===== src/rtl/sparse_xlate.sv =====
module sparse_xlate #(
  parameter int PCI_AW = 32,
  parameter int EXT_W  = 3,
  parameter int LOW_W  = 27
) (
  input  logic                 clk,
  input  logic                 rst_n,
  input  logic                 cpu_valid,
  input  logic                 cpu_write,
  input  logic                 cpu_quad,
  input  logic [LOW_W+4:3]     cpu_addr,
  input  logic [63:0]          cpu_wdata,
  output logic                 cpu_busy,
  output logic                 cpu_done,
  output logic                 cpu_err,
  output logic [63:0]          cpu_rdata,
  input  logic                 csr_we,
  input  logic [EXT_W-1:0]     csr_wdata,
  output logic                 pci_valid,
  output logic                 pci_write,
  output logic [PCI_AW-1:0]    pci_addr,
  output logic [3:0]           pci_be_n,
  output logic [31:0]          pci_wdata,
  input  logic                 pci_done,
  input  logic [31:0]          pci_rdata
);
  localparam int CPU_AW = LOW_W + 5;
  localparam int GAP_W  = PCI_AW - EXT_W - LOW_W;

  typedef enum logic [1:0] {S_IDLE, S_ACT, S_RSP, S_ERR} st_t;
  st_t st;

  logic [CPU_AW-1:3] a_q;
  logic              wr_q, quad_q, half_q;
  logic [63:0]       wd_q, rd_q;
  logic [EXT_W-1:0]  ext_q, ext_snap;

  wire [1:0]  len   = a_q[4:3];
  wire [1:0]  off   = a_q[6:5];
  wire [4:0]  sh    = {off, 3'b000};
  wire        bad_in = !cpu_quad && (cpu_addr[4:3] == 2'b10 ||
                        (cpu_addr[4:3] == 2'b01 && cpu_addr[6:5] == 2'b11));
  wire [LOW_W-1:0] low_addr = LOW_W'({a_q[CPU_AW-1:7], 2'b00}) + (half_q ? LOW_W'(4) : LOW_W'(0));
  wire [31:0] rd_sh = pci_rdata >> sh;
  wire        full  = quad_q || len == 2'b11;

  assign cpu_busy  = st != S_IDLE;
  assign cpu_done  = st == S_RSP || st == S_ERR;
  assign cpu_err   = st == S_ERR;
  assign cpu_rdata = rd_q;
  assign pci_valid = st == S_ACT;
  assign pci_write = wr_q;
  assign pci_addr  = {ext_snap, {GAP_W{1'b0}}, low_addr};
  assign pci_be_n  = full ? 4'b0000 : (len == 2'b00 ? ~(4'b0001 << off) : ~(4'b0011 << off));
  assign pci_wdata = quad_q ? (half_q ? wd_q[63:32] : wd_q[31:0]) :
                     (len == 2'b11 ? wd_q[31:0] : wd_q[31:0] << sh);

  always_ff @(posedge clk or negedge rst_n) begin
    if (!rst_n) ext_q <= '0;
    else if (csr_we) ext_q <= csr_wdata;
  end

  always_ff @(posedge clk or negedge rst_n) begin
    if (!rst_n) begin
      st <= S_IDLE; a_q <= '0; wr_q <= 1'b0; quad_q <= 1'b0; half_q <= 1'b0;
      wd_q <= '0; rd_q <= '0; ext_snap <= '0;
    end else begin
      case (st)
        S_IDLE: if (cpu_valid) begin
          a_q <= cpu_addr; wr_q <= cpu_write; quad_q <= cpu_quad;
          wd_q <= cpu_wdata; ext_snap <= ext_q; half_q <= 1'b0;
          st <= bad_in ? S_ERR : S_ACT;
        end
        S_ACT: if (pci_done) begin
          if (quad_q) begin
            if (half_q) rd_q[63:32] <= pci_rdata;
            else        rd_q[31:0]  <= pci_rdata;
            half_q <= 1'b1;
            if (half_q) st <= S_RSP;
          end else begin
            case (len)
              2'b00:   rd_q <= {56'b0, rd_sh[7:0]};
              2'b01:   rd_q <= {48'b0, rd_sh[15:0]};
              default: rd_q <= {32'b0, pci_rdata};
            endcase
            st <= S_RSP;
          end
        end
        S_ERR: begin rd_q <= '0; st <= S_IDLE; end
        default: st <= S_IDLE;
      endcase
    end
  end

  assert_hold_R8: assert property (@(posedge clk) disable iff (!rst_n)
    pci_valid && !pci_done |=> pci_valid && $stable(pci_addr) && $stable(pci_be_n) && $stable(pci_wdata) && $stable(pci_write));
  assert_pulse_R8: assert property (@(posedge clk) disable iff (!rst_n)
    cpu_done |=> !cpu_done);
  assert_be_R2: assert property (@(posedge clk) disable iff (!rst_n)
    pci_valid |-> ($countones(~pci_be_n) == 1 || $countones(~pci_be_n) == 2 || $countones(~pci_be_n) == 4));
  assert_err_R6: assert property (@(posedge clk) disable iff (!rst_n)
    cpu_err |-> cpu_done && !pci_valid && !$past(pci_valid));
  assert_quad_R5: assert property (@(posedge clk) disable iff (!rst_n)
    pci_valid && pci_done && quad_q && !half_q |=> pci_valid &&
    pci_addr[LOW_W-1:0] == $past(pci_addr[LOW_W-1:0]) + LOW_W'(4));
endmodule


===== config.mk =====
export PLATFORM = sky130hd
export DESIGN_NAME = sparse_xlate
export DESIGN_NICKNAME = d
export VERILOG_FILES = /design/src/rtl/sparse_xlate.sv
export SDC_FILE = /design/constraint.sdc
export NUM_CORES = 1
export LEC_CHECK = 0
export BUFFER_PORTS_ARGS = -buffer_cell sky130_fd_sc_hd__buf_2
export CAP_MARGIN = 40
export CORE_MARGIN = 2
export CORE_UTILIZATION = 25
export DETAILED_ROUTE_END_ITERATION = 7
export PLACE_DENSITY = 0.52
export SLEW_MARGIN = 40
export SYNTH_ARGS = -nofsm -noshare
export SYNTH_HDL_FRONTEND = slang
export SYNTH_SLANG_ARGS = --single-unit

===== constraint.sdc =====
create_clock -name clk -period 2.2 [get_ports clk]
set_clock_uncertainty 0.1 [all_clocks]
set_input_delay 0 -clock clk [delete_from_list [all_inputs] [get_ports clk]]
set_output_delay 0 -clock clk [all_outputs]
set_load 0.02 [all_outputs]

======== Word level (Yosys, flattened, before mapping) ========
Index checks and enable logic that the tools add are counted.
cells by class
  reductions and logical operators ........ 16
  equality and inequality tests ........... 13
  $add $sub $neg .......................... 1
  bitwise operators ....................... 2
  mux-type cells .......................... 22
  shift operators ......................... 4
operators by type and width
  kind                   count
  $mux W32               5
  $mux W64               2
  $pmux W64 S2           1
  $pmux W32 S2           1
  $shl A32 B5 Y32        1
  $shr A32 B5 Y16        1
  $add A27 B3 Y27        1
  $eq A2 B2 Y1 const B   5
  $mux W2                5
  $reduce_and A3 Y1      3
  $mux W4                2
  $not A4 Y4             2
  $eq A2 B1 Y1 const B   3
  $reduce_bool A2 Y1     3
  $logic_not A2 Y1       2
  $ne A2 B1 Y1 const B   2
  $pmux W2 S2            1
  $reduce_and A4 Y1      1
  $shl A1 B2 Y4 const A  1
  $shl A2 B2 Y4 const A  1
  $logic_or A1 B1 Y1     3
  $mux W1                3
  $mux W3                1
  $ne A3 B2 Y1 const B   1
  6 further kinds        7
storage, ports and cells
  bits of input ports ..................... 135
  flip-flop bits (word level) ............. 168

======== Longest topological paths before layout ========
Gate-level depths: netlist of the first run.
  depth after elaboration ................. 7
  depth in mapped cells ................... 8
  mapped depth without buffers ............ 6

======== Worst setup path after synthesis of the first run ========
Ideal clock, no wire load.
  path type ............................... flip-flop to output port
  start ................................... register a_q[6] in the netlist's numbering
  end ..................................... output port pci_be_n[1]
  data required time ...................... 2100 ps
  cell stages (with the launch flop) ...... 9
  arrival ................................. 1761 ps
  slack ................................... 339 ps
  path through ............................ dfrtp_1 buf_2 buf_2 inv_1 ha_1 nor2b_1 a211oi_1 a31oi_1 nor2_1
between the ends
  cells in the longest elaborated chain, start to end .. 4
  elaborated cells between the ends (all ways) .. 6
ends and longest elaborated chain
  what                                            RTL line  source
  start: declaration                              33        logic [CPU_AW-1:3] a_q;
  start signal: assignment                        70        a_q <= cpu_addr; wr_q <= cpu_write; quad_q <= cpu_quad;
  $shl A2 B2 Y4 or $shl A1 B2 Y4 (tied branches)  54        assign pci_be_n = full ? 4'b0000 : (len == 2'b00 ? ~(4'b0001 << off) : ~(4'b0011 << off));
  $not A4 Y4                                      54
  $mux W4 (*) (2 in series)                       54
  end: declaration                                22        output logic [3:0] pci_be_n,
Mark *: on every way between the ends. The rest lies on a longest branch, timed or not.

======== Worst setup path in the final report of the first run ========
  start ................................... register half_q
  end ..................................... output port pci_addr[13]
between the ends
  cells in the longest elaborated chain, start to end .. 2
ends and longest elaborated chain
  what                      RTL line  source
  start: declaration        34        logic wr_q, quad_q, half_q;
  start signal: assignment  65        st <= S_IDLE; a_q <= '0; wr_q <= 1'b0; quad_q <= 1'b0; half_q <= 1'b0;
  start signal: assignment  71        wd_q <= cpu_wdata; ext_snap <= ext_q; half_q <= 1'b0;
  start signal: assignment  78        half_q <= 1'b1;
  $mux W3                   43        wire [LOW_W-1:0] low_addr = LOW_W'({a_q[CPU_AW-1:7], 2'b00}) + (half_q ? LOW_W'(4) : LOW_W'(0));
  $add A27 B3 Y27           43
  end: declaration          21        output logic [PCI_AW-1:0] pci_addr,
Every way passes these cells.

==> results of run 1 <==
[worst max-delay path: cells and delay by family (launching register included)]
family,cells,cell delay (ns)
fa+ha+maj,1,0.18
simple gates,3,0.40
xor+xnor,1,0.15
flops,1,0.42
buf+inv,3,0.45
[synthesized netlist by cell type, drive strengths merged, types with 2 or more instances]
cell | count | area [um2]
nor3 | 12 | 60.1
a31oi | 3 | 18.8
and4 | 4 | 40.0
nor4 | 4 | 31.3
inv | 43 | 161
dfrtp | 168 | 4200
ha | 6 | 75.1
o21a | 2 | 15.0
a21boi | 11 | 86.3
o21ai | 37 | 189
o31a | 8 | 70.1
nor2 | 27 | 106
nand2 | 141 | 529
and2 | 4 | 25.0
a211oi | 3 | 22.5
a22o | 7 | 61.3
nand3 | 39 | 195
a221oi | 9 | 78.8
buf | 46 | 255
nand4 | 10 | 92.6
a22oi | 15 | 113
o22ai | 8 | 50.1
clkbuf | 19 | 71.3
a21oi | 23 | 115
o2bb2ai | 15 | 131
mux2 | 106 | 1190
mux2i | 57 | 571
xor2 | 10 | 87.6
nand2b | 9 | 56.3
nor2b | 6 | 37.5
a32oi | 8 | 70.1
nand3b | 2 | 15.0
xnor2 | 14 | 123
[worst paths after layout]
check                                end  slack [ns]  cells after the start
max                         pci_addr[13]        0.06                      8
min                        cpu_rdata[53]        0.01                      2
max reg2reg                cpu_rdata[13]        0.17                      6
min reg2reg                cpu_rdata[24]        0.36                      2
max in group asynchronous       wd_q[12]        1.27                      3
min in group clk                wd_q[11]        0.21                      4
[through the flow]
step	TNS (ns)	total power, uW	instances	worst slack (ns)
floorplan	0	12800	885	0.339
global route	-0.547	22600	1775	-0.108
global placement	0	16600	1584	0.174
detailed placement	0	16700	1584	0.134
finish	0	21200	1775	0.0608
CTS	-0.427	20800	1763	-0.129
[area by class of cell]
cell class / instances / area share, %
Multi-Input combinational cell: 608 / 33.7
Tap cell: 461 / 4.25
Timing Repair Buffer: 463 / 25.3
Inverter: 44 / 1.23
Sequential cell: 168 / 31.1
Clock inverter: 11 / 1.10
Clock buffer: 20 / 3.36
[per-layer routing]
layer	part of all wire, %	vias to the layer above	track usage, %	wire [um]
met1	44	4023	21.8	14400
met3	6.1	38	4.85	1980
li1	-	3912	-	-
met4	1.8	4	5.26	598
met5	0.065	-	0	21
met2	48	254	28.2	15400
[kinds of logic after synthesis]
kind of cell / Yosys count
compound gates: 150
xor+xnor: 24
buf+inv: 109
fa+ha+maj: 6
flops: 168
mux: 163
simple gates: 261
other cells: 1
[flip-flops by register name, summed over array words and instances, names as in the netlist]
register   flops
ext_q          3
ext_snap       3
half_q         1
wd_q          64
quad_q         1
cpu_rdata     64
pci_write      1
st             2
a_q           29
[power groups by stage]
| stage | Combinational, uW | Sequential [uW] | Clock [uW] |
|---|---|---|---|
| detailed placement | 10800 | 5970 | 0 |
| floorplan | 6700 | 6070 | 0 |
| CTS | 11500 | 5960 | 3290 |
| global route | 13000 | 6200 | 3390 |
| global placement | 10700 | 5910 | 0 |
| finish | 12000 | 5990 | 3170 |
[what timing repair did]
action | 4_1_cts | 5_1_grt
pin swaps | 19 | 25
endpoints found under the hold margin | 333 | 0
hold buffers | 136 | 0
resized for setup | 48 | 62
setup buffers | 11 | 12
gates cloned | 1 | 1
setup endpoints to repair | 35 | 38
==> results.yml, run 1 <==
worst_setup_path:
  slowest_stage: "dfrtp_2"
  critPathMaxFanout: 4
  cpMostUsedCell: "buf_4"
  cp.required_ns: 2.10
  end_kind: "output pin"
  worstPathArrival_ns: 2.04
  max_stage_delay_ns: 0.42
  path_class: "register to output pin"
  reg2reg_from: "half_q"
  crit_path_start_kind: "register"
  cp_cell_sequence: "ha_4 > buf_4 > nand2_2 > nor3_2 > buf_4 > and4_2 > xor2_1 > buf_4"
  cp-startpoint: "half_q"
synthesis:
  synth_cells: 882
  synth_simple_gate_area_share_pct: 13.5
  muxShareOfSynthArea_pct: 19.6
  async_flop_share_pct: 100
  avgSynthCellArea_um2: 10.2
  synth_edf_count: 0
  yosysUniqueCellTypes: 50
  synthAdderAreaFrac_pct: 0.835
  synth_ff_type: "dfrtp_1"
  synth-xor-area-share_pct: 2.34
  syn_area_um2: 8990
  yosys_warnings: 0
  synth-seq-cells: 168
  synth_compound_area_share_pct: 11.5
  synth_top_family_by_area: "multiplexers"
  ys_seq_area_share_pct: 46.8
route:
  first_pass_iters: 4
  detail_route.iter0.violations: 379
  drtAntennaViolNets: 0
  viasPerCell: 4.64
  drc: 0
  vias: 8231
  wl_per_cell_um: 18.3
  routed_wl_um: 32500
global_route:
  grt_pass1_vias: 8510
  track_usage_pct: 17.1
  grt_overflow: 0
  grt_start_max_net_pins: 71
  antenna_found_initial: 2
  grt_pass1_wl_um: 50000
outcome:
  run_status: "finished clean"
pwr:
  leakage_uw: 0.00617
  switchingPower_uw: 9550
  p_int_uw: 11600
  p_seq_share_pct: 28.3
  switching_share_pct: 45.1
  pwr-share-comb_pct: 56.7
  power_density_nw_per_um2: 1560
  irDropWorstVdd_uv: 1150
  clockPowerShare_pct: 15.0
final_layout:
  synthToLayoutAreaGrowth_pct: 51.0
  n_fill_cell: 3501
  final_cell_mix: "buf_2, dfrtp_1, nand2_1"
  final_core_util_pct: 38.3
  drive_above_1_share_pct: 39.6
  final-seq-area_um2: 4220
  multi_input_area_um2: 4580
  final_cell_area_um2: 13600
  fin_nets: 1443
  final_common_cell: "buf_2"
  antenna_cells: 0
clock_tree:
  cts_buffer_depth: 2
  numCtsBuffers: 17
  htreeDepth: 4
  ctsRootBufferMaster: "clkbuf_16"
  clk_latency_ns: 0.44
  cts_tree: "yes"
  path_clk_slew_ns: 0.06
  numClockSinks: 168
sta:
  layout_worst_path_cycle_share_pct: 97.2
  fmax_mhz: 467
  min_period_ns: 2.14
  hold_ws_ns: 0.0115
  slew_viol_final: 0
  rsz0062_at_grt: "yes"
  slew_headroom_pct: 46.4
  finalHoldViolations: 0
  tightestPinTransition_ns: 0.803
  finalSetupViolations: 0
place:
  detailed_place_hpwl_um: 22900
  gp_congestion: 0.783
  dpl_cell_area_um2: 11000
  io_buffers: 267
floorplan:
  fp.coreArea_um2: 35500
  ios: 272
  dieArea_um2: 37500
  initial_core_util_pct: 25.3
  row_count: 69
  die_w_um: 194
  die_h_um: 194
run:
  drv_cap: 0
min_path:
  hold_class: "input port to async pin"
(Power assumes the default switching activity.)
==> inputs of run 2 (changes only) <==
==> constraint.sdc (replaced) <==
create_clock -name clk -period 2.65 [get_ports clk]
set_clock_uncertainty 0.1 [all_clocks]
set_input_delay 0 -clock clk [delete_from_list [all_inputs] [get_ports clk]]
set_output_delay 0 -clock clk [all_outputs]
set_load 0.02 [all_outputs]
==> run 2 against run 1 <==
Net effect: combinational power fell by 26%; design area decreased by 5.4%; wire length decreased by 2.1%; clock-buffer cell count is 3 lower; power is 23% lower; sequential share of layout area grew 1.7 points; clock power fell by 22%; cell count shrank 2.0%; worst hold slack gained 0.0022 ns; critical path depth is 2 lower; via count down 2.0%; critical endpoint is now pci_wdata[30]; largest cell class unchanged.
==> results.yml, run 2 (same netlist as run 1, synthesis figures left out) <==
global_route:
  grt_start_max_net_pins: 91
  grt_pass1_vias: 8282
  track_usage_pct: 16.8
  grt_overflow: 0
  grt_pass1_wl_um: 48800
  antenna_found_initial: 2
route:
  viasPerCell: 4.64
  vias: 8065
  drc: 0
  wl_per_cell_um: 18.3
  drtAntennaViolNets: 0
  first_pass_iters: 4
  detail_route.iter0.violations: 295
  routed_wl_um: 31800
place:
  dp_cells: 1571
  gp_congestion: 0.771
  io_buffers: 267
  detailed_place_hpwl_um: 22300
  place_ws_ns: 0.447
floorplan:
  dieArea_um2: 37500
  die_w_um: 194
  row_count: 69
  ios: 272
  initial_core_util_pct: 25.3
  fp.coreArea_um2: 35500
  die_h_um: 194
clock_tree:
  ctsRootBufferMaster: "clkbuf_16"
  path_clk_slew_ns: 0.08
  cts_tree: "yes"
  numClockSinks: 168
  htreeDepth: 4
  clk_latency_ns: 0.45
  numCtsBuffers: 17
  cts_buffer_depth: 2
pwr:
  finalPower_uw: 16300
  p_seq_share_pct: 30.3
  switchingPower_uw: 7710
  p_int_uw: 8570
  clockPowerShare_pct: 15.2
  power_density_nw_per_um2: 1270
  switching_share_pct: 47.3
  leakage_uw: 0.00586
  pwr-share-comb_pct: 54.4
  irDropWorstVdd_uv: 894
worst_setup_path:
  cp.required_ns: 2.55
  critPathMaxFanout: 35
  slowest_stage: "dfrtp_4"
  crit_path_start_kind: "register"
  max_stage_delay_ns: 0.60
  path_class: "register to output pin"
  worstPathArrival_ns: 2.41
  end_kind: "output pin"
  cp_cell_sequence: "buf_6 > nand2b_1 > a31oi_1 > a221oi_1 > a21oi_1 > buf_2"
sta:
  tightestPinTransition_ns: 0.588
  layout_setup_ws_ns: 0.142
  min_period_ns: 2.51
  slew_viol_final: 0
  hold_ws_ns: 0.0136
  finalSetupViolations: 0
  slew_headroom_pct: 60.5
  finalHoldViolations: 0
  layout_worst_path_cycle_share_pct: 94.6
  fmax_mhz: 399
final_layout:
  antenna_cells: 0
  instances_no_fill: 1740
  fin_nets: 1407
  final_cell_mix: "buf_2, dfrtp_1, nand2_1"
  final_common_cell: "buf_2"
  drive_above_1_share_pct: 35.3
  synthToLayoutAreaGrowth_pct: 42.8
min_path:
  hold_class: "input port to async pin"
outcome:
  run_status: "finished clean"
run:
  drv_cap: 0
-- run 2: worst max-delay path, delay by kind of cell, from the launching register on --
kind / cells / cell delay [ns]
DFF: 1 / 0.60
buffers and inverters: 2 / 0.44
AOI/OAI and AO/OA: 3 / 0.71
and+or+nand+nor: 1 / 0.19
-- run 2: worst paths after layout --
path	from	end	slack, ns	depth (start not counted)
min in group clk	cpu_wdata[12]	wd_q[12]	0.19	4
max	a_q[6]	pci_wdata[30]	0.14	6
max reg2reg	a_q[6]	cpu_rdata[5]	0.51	5
min	rst_n	cpu_rdata[54]	0.01	3
max in group asynchronous	rst_n	quad_q	1.92	3
min reg2reg	cpu_rdata[30]	cpu_rdata[30]	0.36	2
-- run 2: repair_timing --
item                                    in CTS  in global routing
resized for setup                            5                  5
hold buffers                               137                  0
endpoints found under the setup margin       9                 10
buffers inserted                             0                  0
hold endpoints to repair                   333                  0
-- run 2: per-layer routing --
metal / vias to the layer above / global-route usage [%] / wire [um]
met5: - / 0 / 21
met4: 4 / 4.58 / 448
met3: 26 / 5.10 / 2090
met2: 231 / 27.3 / 15000
met1: 3941 / 21.7 / 14200
li1: 3863 / - / -
-- run 2: power groups by stage --
stage | combinational (uW) | sequential [uW] | clock, uW
floorplan | 5560 | 5040 | 0
global route | 9660 | 5120 | 2670
detailed placement | 8730 | 4960 | 0
CTS | 8960 | 4930 | 2580
global placement | 8680 | 4930 | 0
finish | 8870 | 4940 | 2480
-- run 2: through the flow --
step	TNS [ns]	utilization [%]	area [um2]
after floorplan	0	-	9000
after global placement	0	30.6	10800
after detailed placement	0	30.6	10800
after CTS	0	36.1	12800
after global routing	-0.0000837	36.2	12800
final	0	36.2	12800
-- run 2: layout make-up --
| class | instances | area, um2 |
|---|---|---|
| Multi-Input combinational cell | 608 | 4370 |
| Timing Repair Buffer | 427 | 2950 |
| Clock inverter | 15 | 139 |
| Fill cell | 3589 | 22600 |
| Sequential cell | 168 | 4210 |
| Tap cell | 461 | 577 |
| Inverter | 44 | 165 |
| Clock buffer | 17 | 425 |
